## config.mk

```make
export PLATFORM = sky130hd
export DESIGN_NAME = frame_sync_detector
export DESIGN_NICKNAME = d
export VERILOG_FILES = /design/src/rtl/fsd_pkg.sv /design/src/rtl/fsd_history.sv /design/src/rtl/fsd_sof_match.sv /design/src/rtl/fsd_ctrl.sv /design/src/rtl/frame_sync_detector.sv
export SDC_FILE = /design/constraint.sdc
export NUM_CORES = 1
export LEC_CHECK = 0
export ABC_AREA = 0
export BUFFER_PORTS_ARGS = -buffer_cell sky130_fd_sc_hd__buf_4
export CAP_MARGIN = 20
export CORE_ASPECT_RATIO = 2
export CORE_UTILIZATION = 52
export DETAILED_ROUTE_END_ITERATION = 16
export PLACE_DENSITY = 0.75
export SYNTH_ARGS = -nofsm -noshare
export SYNTH_HDL_FRONTEND = slang
export SYNTH_SLANG_ARGS = --single-unit
```

## constraint.sdc

```tcl
create_clock -name clk -period 2.4 [get_ports clk]
set_input_delay 0.24 -clock clk [delete_from_list [all_inputs] [get_ports clk]]
set_output_delay 0.24 -clock clk [all_outputs]
set_load 0.01 [all_outputs]
```

## src/rtl/fsd_pkg.sv

```systemverilog
package fsd_pkg;

  localparam int SOF_W = 8;

  localparam logic [SOF_W-1:0] SOF_PLAIN   = 8'h55;
  localparam logic [SOF_W-1:0] SOF_INVERT  = 8'hAA;
  localparam logic [SOF_W-1:0] SOF_AM_MAN  = 8'h0A;

  typedef enum logic [1:0] {
    ST_SEARCH,
    ST_QUAL,
    ST_HUNT,
    ST_HOLD
  } fsd_state_e;

endpackage

```

## src/rtl/fsd_history.sv

```systemverilog
module fsd_history #(
  parameter int PRE_W = 6,
  parameter int WIN_W = 8
) (
  input  logic             clk,
  input  logic             rst,
  input  logic             clear,
  input  logic             bit_valid,
  input  logic             bit_in,
  input  logic             const_run,
  output logic             pat_ok,
  output logic [PRE_W-1:0] run_next,
  output logic [WIN_W-1:0] win_next
);

  localparam logic [PRE_W-1:0] RUN_MAX = '1;

  logic             have_prev;
  logic             prev_bit;
  logic [PRE_W-1:0] run_len;
  logic [WIN_W-1:0] win;

  // The current bit extends the run if it matches the pattern.
  always_comb begin
    if (const_run) pat_ok = have_prev && (bit_in == prev_bit);
    else           pat_ok = have_prev && (bit_in != prev_bit);
  end

  always_comb begin
    if (!pat_ok)               run_next = PRE_W'(1);
    else if (run_len == RUN_MAX) run_next = run_len;
    else                       run_next = run_len + PRE_W'(1);
  end

  assign win_next = {win[WIN_W-2:0], bit_in};

  always_ff @(posedge clk) begin
    if (rst || clear) begin
      have_prev <= 1'b0;
      prev_bit  <= 1'b0;
      run_len   <= '0;
      win       <= '0;
    end else if (bit_valid) begin
      have_prev <= 1'b1;
      prev_bit  <= bit_in;
      run_len   <= run_next;
      win       <= win_next;
    end
  end


  prev_track_chk: assert property (@(posedge clk) disable iff (rst)
    (bit_valid && !clear) |=> (prev_bit == $past(bit_in)) && have_prev);


  idle_hold_chk: assert property (@(posedge clk) disable iff (rst)
    (!bit_valid && !clear) |=> $stable(win) && $stable(run_len));


  run_nonzero_chk: assert property (@(posedge clk) disable iff (rst)
    (bit_valid && !clear) |=> (run_len != '0));

endmodule

```

## src/rtl/fsd_sof_match.sv

```systemverilog
module fsd_sof_match
  import fsd_pkg::*;
(
  input  logic             bit_valid,
  input  logic             mod_fm,
  input  logic             line_manch,
  input  logic             sof_alt_sel,
  input  logic [SOF_W-1:0] win_next,
  output logic             sof_hit
);

  logic [SOF_W-1:0] expect_sof;

  always_comb begin
    if (!mod_fm)         expect_sof = line_manch ? SOF_AM_MAN : SOF_PLAIN;
    else if (sof_alt_sel) expect_sof = SOF_INVERT;
    else                 expect_sof = SOF_PLAIN;
  end

  assign sof_hit = bit_valid && (win_next == expect_sof);

endmodule

```

## src/rtl/fsd_ctrl.sv

```systemverilog
module fsd_ctrl
  import fsd_pkg::*;
#(
  parameter int PRE_W       = 6,
  parameter int PRE_MIN_DEF = 8,
  parameter int SOF_WINDOW  = 32
) (
  input  logic             clk,
  input  logic             rst,
  input  logic             bit_valid,
  input  logic             mod_fm,
  input  logic             line_manch,
  input  logic [PRE_W-1:0] pre_min,
  input  logic             pat_ok,
  input  logic [PRE_W-1:0] run_next,
  input  logic             sof_hit,
  input  logic             frame_done,
  output logic             hist_clear,
  output logic             frame_start,
  output logic             sync_lost
);

  localparam int               CNT_W    = $clog2(SOF_WINDOW + 1);
  localparam logic [CNT_W-1:0] CNT_LAST = CNT_W'(SOF_WINDOW - 1);
  localparam logic [PRE_W-1:0] PRE_DEF  = PRE_W'(PRE_MIN_DEF);

  fsd_state_e       state, state_n;
  logic [CNT_W-1:0] hunt_cnt, cnt_n;
  logic             fs_n, sl_n;
  logic [PRE_W-1:0] eff_min;
  logic             pre_ok;

  assign eff_min = (pre_min == '0) ? PRE_DEF : pre_min;
  assign pre_ok  = (run_next >= eff_min);

  always_comb begin
    state_n    = state;
    cnt_n      = hunt_cnt;
    fs_n       = 1'b0;
    sl_n       = 1'b0;
    hist_clear = 1'b0;
    case (state)
      ST_SEARCH: begin
        if (bit_valid) begin
          if (!mod_fm) begin
            if (sof_hit) begin
              fs_n    = 1'b1;
              state_n = ST_HOLD;
            end
          end else if (pre_ok) begin
            cnt_n   = '0;
            state_n = line_manch ? ST_HUNT : ST_QUAL;
          end
        end
      end
      ST_QUAL: begin
        if (bit_valid && !pat_ok) begin
          fs_n    = 1'b1;
          state_n = ST_HOLD;
        end
      end
      ST_HUNT: begin
        if (bit_valid) begin
          if (sof_hit) begin
            fs_n    = 1'b1;
            state_n = ST_HOLD;
          end else if (hunt_cnt == CNT_LAST) begin
            sl_n       = 1'b1;
            hist_clear = 1'b1;
            cnt_n      = '0;
            state_n    = ST_SEARCH;
          end else begin
            cnt_n = hunt_cnt + CNT_W'(1);
          end
        end
      end
      ST_HOLD: begin
        if (frame_done) begin
          hist_clear = 1'b1;
          state_n    = ST_SEARCH;
        end
      end
      default: state_n = ST_SEARCH;
    endcase
  end

  always_ff @(posedge clk) begin
    if (rst) begin
      state       <= ST_SEARCH;
      hunt_cnt    <= '0;
      frame_start <= 1'b0;
      sync_lost   <= 1'b0;
    end else begin
      state       <= state_n;
      hunt_cnt    <= cnt_n;
      frame_start <= fs_n;
      sync_lost   <= sl_n;
    end
  end


  pulse_excl_chk: assert property (@(posedge clk) disable iff (rst)
    !(frame_start && sync_lost));


  fs_single_chk: assert property (@(posedge clk) disable iff (rst)
    frame_start |=> !frame_start);


  sl_single_chk: assert property (@(posedge clk) disable iff (rst)
    sync_lost |=> !sync_lost);


  fs_needs_bit_chk: assert property (@(posedge clk) disable iff (rst)
    frame_start |-> $past(bit_valid));


  sl_fm_manch_chk: assert property (@(posedge clk) disable iff (rst)
    sync_lost |-> $past(mod_fm && line_manch));


  sl_from_hunt_chk: assert property (@(posedge clk) disable iff (rst)
    sync_lost |-> $past(state == ST_HUNT) && (state == ST_SEARCH));


  cnt_bound_chk: assert property (@(posedge clk) disable iff (rst)
    hunt_cnt <= CNT_LAST);


  hold_quiet_chk: assert property (@(posedge clk) disable iff (rst)
    (state == ST_HOLD && !frame_done) |=> !frame_start && !sync_lost && (state == ST_HOLD));

endmodule

```

## src/rtl/frame_sync_detector.sv

```systemverilog
module frame_sync_detector
  import fsd_pkg::*;
#(
  parameter int PRE_W       = 6,
  parameter int PRE_MIN_DEF = 8,
  parameter int SOF_WINDOW  = 32
) (
  input  logic             clk,
  input  logic             rst,
  input  logic             bit_valid,
  input  logic             bit_in,
  input  logic             mod_fm,
  input  logic             line_manch,
  input  logic             sof_alt_sel,
  input  logic [PRE_W-1:0] pre_min,
  input  logic             frame_done,
  output logic             frame_start,
  output logic             sync_lost
);

  logic             hist_clear;
  logic             pat_ok;
  logic [PRE_W-1:0] run_next;
  logic [SOF_W-1:0] win_next;
  logic             sof_hit;

  fsd_history #(
    .PRE_W (PRE_W),
    .WIN_W (SOF_W)
  ) u_history (
    .clk       (clk),
    .rst       (rst),
    .clear     (hist_clear),
    .bit_valid (bit_valid),
    .bit_in    (bit_in),
    .const_run (line_manch),
    .pat_ok    (pat_ok),
    .run_next  (run_next),
    .win_next  (win_next)
  );

  fsd_sof_match u_sof (
    .bit_valid   (bit_valid),
    .mod_fm      (mod_fm),
    .line_manch  (line_manch),
    .sof_alt_sel (sof_alt_sel),
    .win_next    (win_next),
    .sof_hit     (sof_hit)
  );

  fsd_ctrl #(
    .PRE_W       (PRE_W),
    .PRE_MIN_DEF (PRE_MIN_DEF),
    .SOF_WINDOW  (SOF_WINDOW)
  ) u_ctrl (
    .clk         (clk),
    .rst         (rst),
    .bit_valid   (bit_valid),
    .mod_fm      (mod_fm),
    .line_manch  (line_manch),
    .pre_min     (pre_min),
    .pat_ok      (pat_ok),
    .run_next    (run_next),
    .sof_hit     (sof_hit),
    .frame_done  (frame_done),
    .hist_clear  (hist_clear),
    .frame_start (frame_start),
    .sync_lost   (sync_lost)
  );

endmodule

```

==> qor.txt <==
Row Count: 27
H-Tree Depth: 1
Slew Viols, Final: 0
r2r endpoint: u_ctrl.hunt_cnt[1]
via count: 1590
Initial Utilization: 0.5519
hpwl dp: 2911 um
# fillers: 189
number of max-cap violations: 0
Cells after Synth: 179
fin area: 2073 um2
Worst R2R Path Depth: 10
vias per inst: 6.681
die span in x: 40.34 um
register area share after synthesis: 0.3142
share of total power in combinational logic: 0.230
clk buf depth: 2
R2R Path Start: u_history.run_len[0]
Placed Cells: 231
TritonCTS clock tree: yes
# port buffers: 15
failing checks: negative setup slack
clock sink count: 24
fin nets: 232
cell internal pwr: 0.7335 mW
net switching power: 0.2975 mW
CTS buffer count: 3
asr flop ratio synth: 0
grt ovf: 0
Pwr Density: 497.3 nW/um2
Worst-path clk slew: 0.09 ns
Syn Nets: 201
final core utilization: 0.7484
number of enable flip-flop cells after synthesis: 0
Avg Cell Area, Syn: 8.542 um2
leading cell type in the layout, fill and taps excluded: buf_4
YS warnings: 0
final WL: 4579 um
Worst setup endpoint: u_ctrl.hunt_cnt[1]
Peak supply drop: 0.3807 mV
drt drc: 0
crit path launch type: flop
max_slew headroom: 0.3465
clock share of power: 0.355
Yosys top cell area share: 0.3142
Sequential Power Share: 0.415
layout cells sized above 1: 0.3684
Placed Area: 1752 um2
post-DR wirelength/cell: 19.24 um
initial antenna violation count: 0
Synth Cell Area: 1529 um2
critical path arrival: 2.57 ns
GRT Util Overall: 0.2763
post-synth top area cell: dfxtp_1
setup_tns: -0.08761 ns
post-layout minimum cycle time: 2.435 ns
ANT nets after route: 0
FF+latch count, synth: 24
Pre-Repair DR Iteration Count: 4
GPL Wtd Cong: 0.8329
area of the die: 3174 um2
largest cells by area after synthesis: dfxtp_1 31%, mux2i_1 8.5%, ha_1 6.5%
reg-to-reg setup timing slack: -0.04 ns
peak fanout along the critical path: 6
growth of design area from synthesis to finish: 35.60%
worst skew pair latency: 0.28 ns
core box area: 2770 um2
Setup WS pre-CTS: -0.2192 ns
Worst EP required: 2.54 ns
count of final hold-check violations: 0
first-pass GRT wire length: 6334 um
Layout Skew: 0.003018 ns
HP Class: input pin to flop
Slew @ Worst Pin: 0.9699 ns
Most used DFF post-synth: dfxtp_1
Final setup violation count: 4
commonest cells after routing, fill and taps aside: 31 x buf_4, 19 x nor2_1, 19 x dfxtp_1, 13 x mux2i_1, 11 x inv_1
Crit. Startpoint: u_history.run_len[0]
leakage: 0.8089 nW
Fin Hold WS: 0.2097 ns
fraction of the cycle the final worst path needs: 1.015
Root Driver: clkbuf_8
post-synthesis cell type count: 43
Starting DRT DRC Count: 56
Max Freq: 410.6 MHz
Finished Layout Cells: 238
number of global-route vias before repair: 1527
run status: complete, but fails checks
# IOs: 16
critical path class: flop to flop
n_diodes: 0
Switching Fraction: 0.2886
crit end category: flop
Die Y: 78.69 um
largest net degree at the start of global routing: 20
worst setup margin: -0.03540 ns
RSZ-0062 raised after global routing: true
final total power: 1.031 mW
-- layer usage --
layer / routed length, um / vias to the layer above / share of wire / track usage
met2: 2628 / 64 / 0.57 / 0.5000
li1: - / 736 / - / -
met4: 244 / 0 / 0.053 / 0.1567
met5: 0 / - / 0 / 0
met3: 144 / 25 / 0.031 / 0.02542
met1: 1562 / 765 / 0.34 / 0.2690
-- critical path: stages (launching register included) --
cell	delay (ns)
dfxtp_2	0.35
ha_4	0.15
and2_4	0.19
and4_1	0.25
nor3_4	0.20
ha_2	0.26
a211oi_2	0.05
o21a_1	0.14
o21a_4	0.26
o311ai_4	0.32
o41ai_4	0.13
-- Yosys cell counts (all sizes together) (3+ instances only) --
cell     n
inv     11
dfxtp   24
a211oi   7
nand4    4
clkbuf   4
a21oi   11
o31ai    4
nand3    8
o311ai   3
nor4     3
o41ai    3
nand2   10
ha       8
mux2i   13
o21ai   10
nor3     5
and3     4
nor2    20
nor2b    4
-- state kept, by name (all words and copies together), names as in the netlist --
name / flops
u_history.win: 7
u_ctrl.hunt_cnt: 6
u_history.run_len: 6
u_ctrl.state: 2
u_ctrl.frame_start: 1
u_ctrl.sync_lost: 1
u_history.have_prev: 1
-- power groups by stage --
stage          Combinational, mW  Clock [mW]  Sequential [mW]
2_1_floorplan              0.121           0            0.427
3_3_place_gp               0.179           0            0.432
3_5_place_dp               0.185           0            0.433
4_1_cts                    0.210       0.367            0.425
5_1_grt                    0.249       0.377            0.429
6_report                   0.237       0.366            0.428
-- layout make-up --
cell class,instances,area (um2),share of cell area
Clock buffer,3,41.29,0.01992
Clock inverter,1,30.03,0.01448
Inverter,11,41.29,0.01992
Multi-Input combinational cell,138,1194,0.5757
Sequential cell,24,486.7,0.2348
Tap cell,29,36.28,0.01750
Timing Repair Buffer,32,244.0,0.1177
-- logic make-up (layout without fill, tap and decap cells) --
family / Yosys count / in the layout / synth area share
flops: 24 / 24 / 0.3142
simple gates: 66 / 66 / 0.2226
xor+xnor: 3 / 3 / 0.02701
fa+ha+maj: 8 / 8 / 0.06547
buf+inv: 17 / 47 / 0.04746
mux: 13 / 13 / 0.08510
compound gates: 48 / 48 / 0.2381
-- worst min path at each step --
stage	from	end	slack [ns]	depth (start not counted)
floorplan	bit_in	u_history.win[0]	0.39	2
global placement	u_history.have_prev	u_history.have_prev	0.45	2
detailed placement	u_history.have_prev	u_history.have_prev	0.46	2
CTS	rst	u_ctrl.hunt_cnt[3]	0.20	2
global route	rst	u_ctrl.hunt_cnt[4]	0.21	2
finish	rst	u_ctrl.hunt_cnt[3]	0.21	2
-- what timing repair did --
item / CTS / global route
hold endpoints to repair: 0 / 0
buffers inserted: 1 / 2
hold buffers: 0 / 0
resized for setup: 27 / 26
setup endpoints to repair: 8 / 8
pin swaps: 9 / 15
Power figures use the tool's default switching activity.
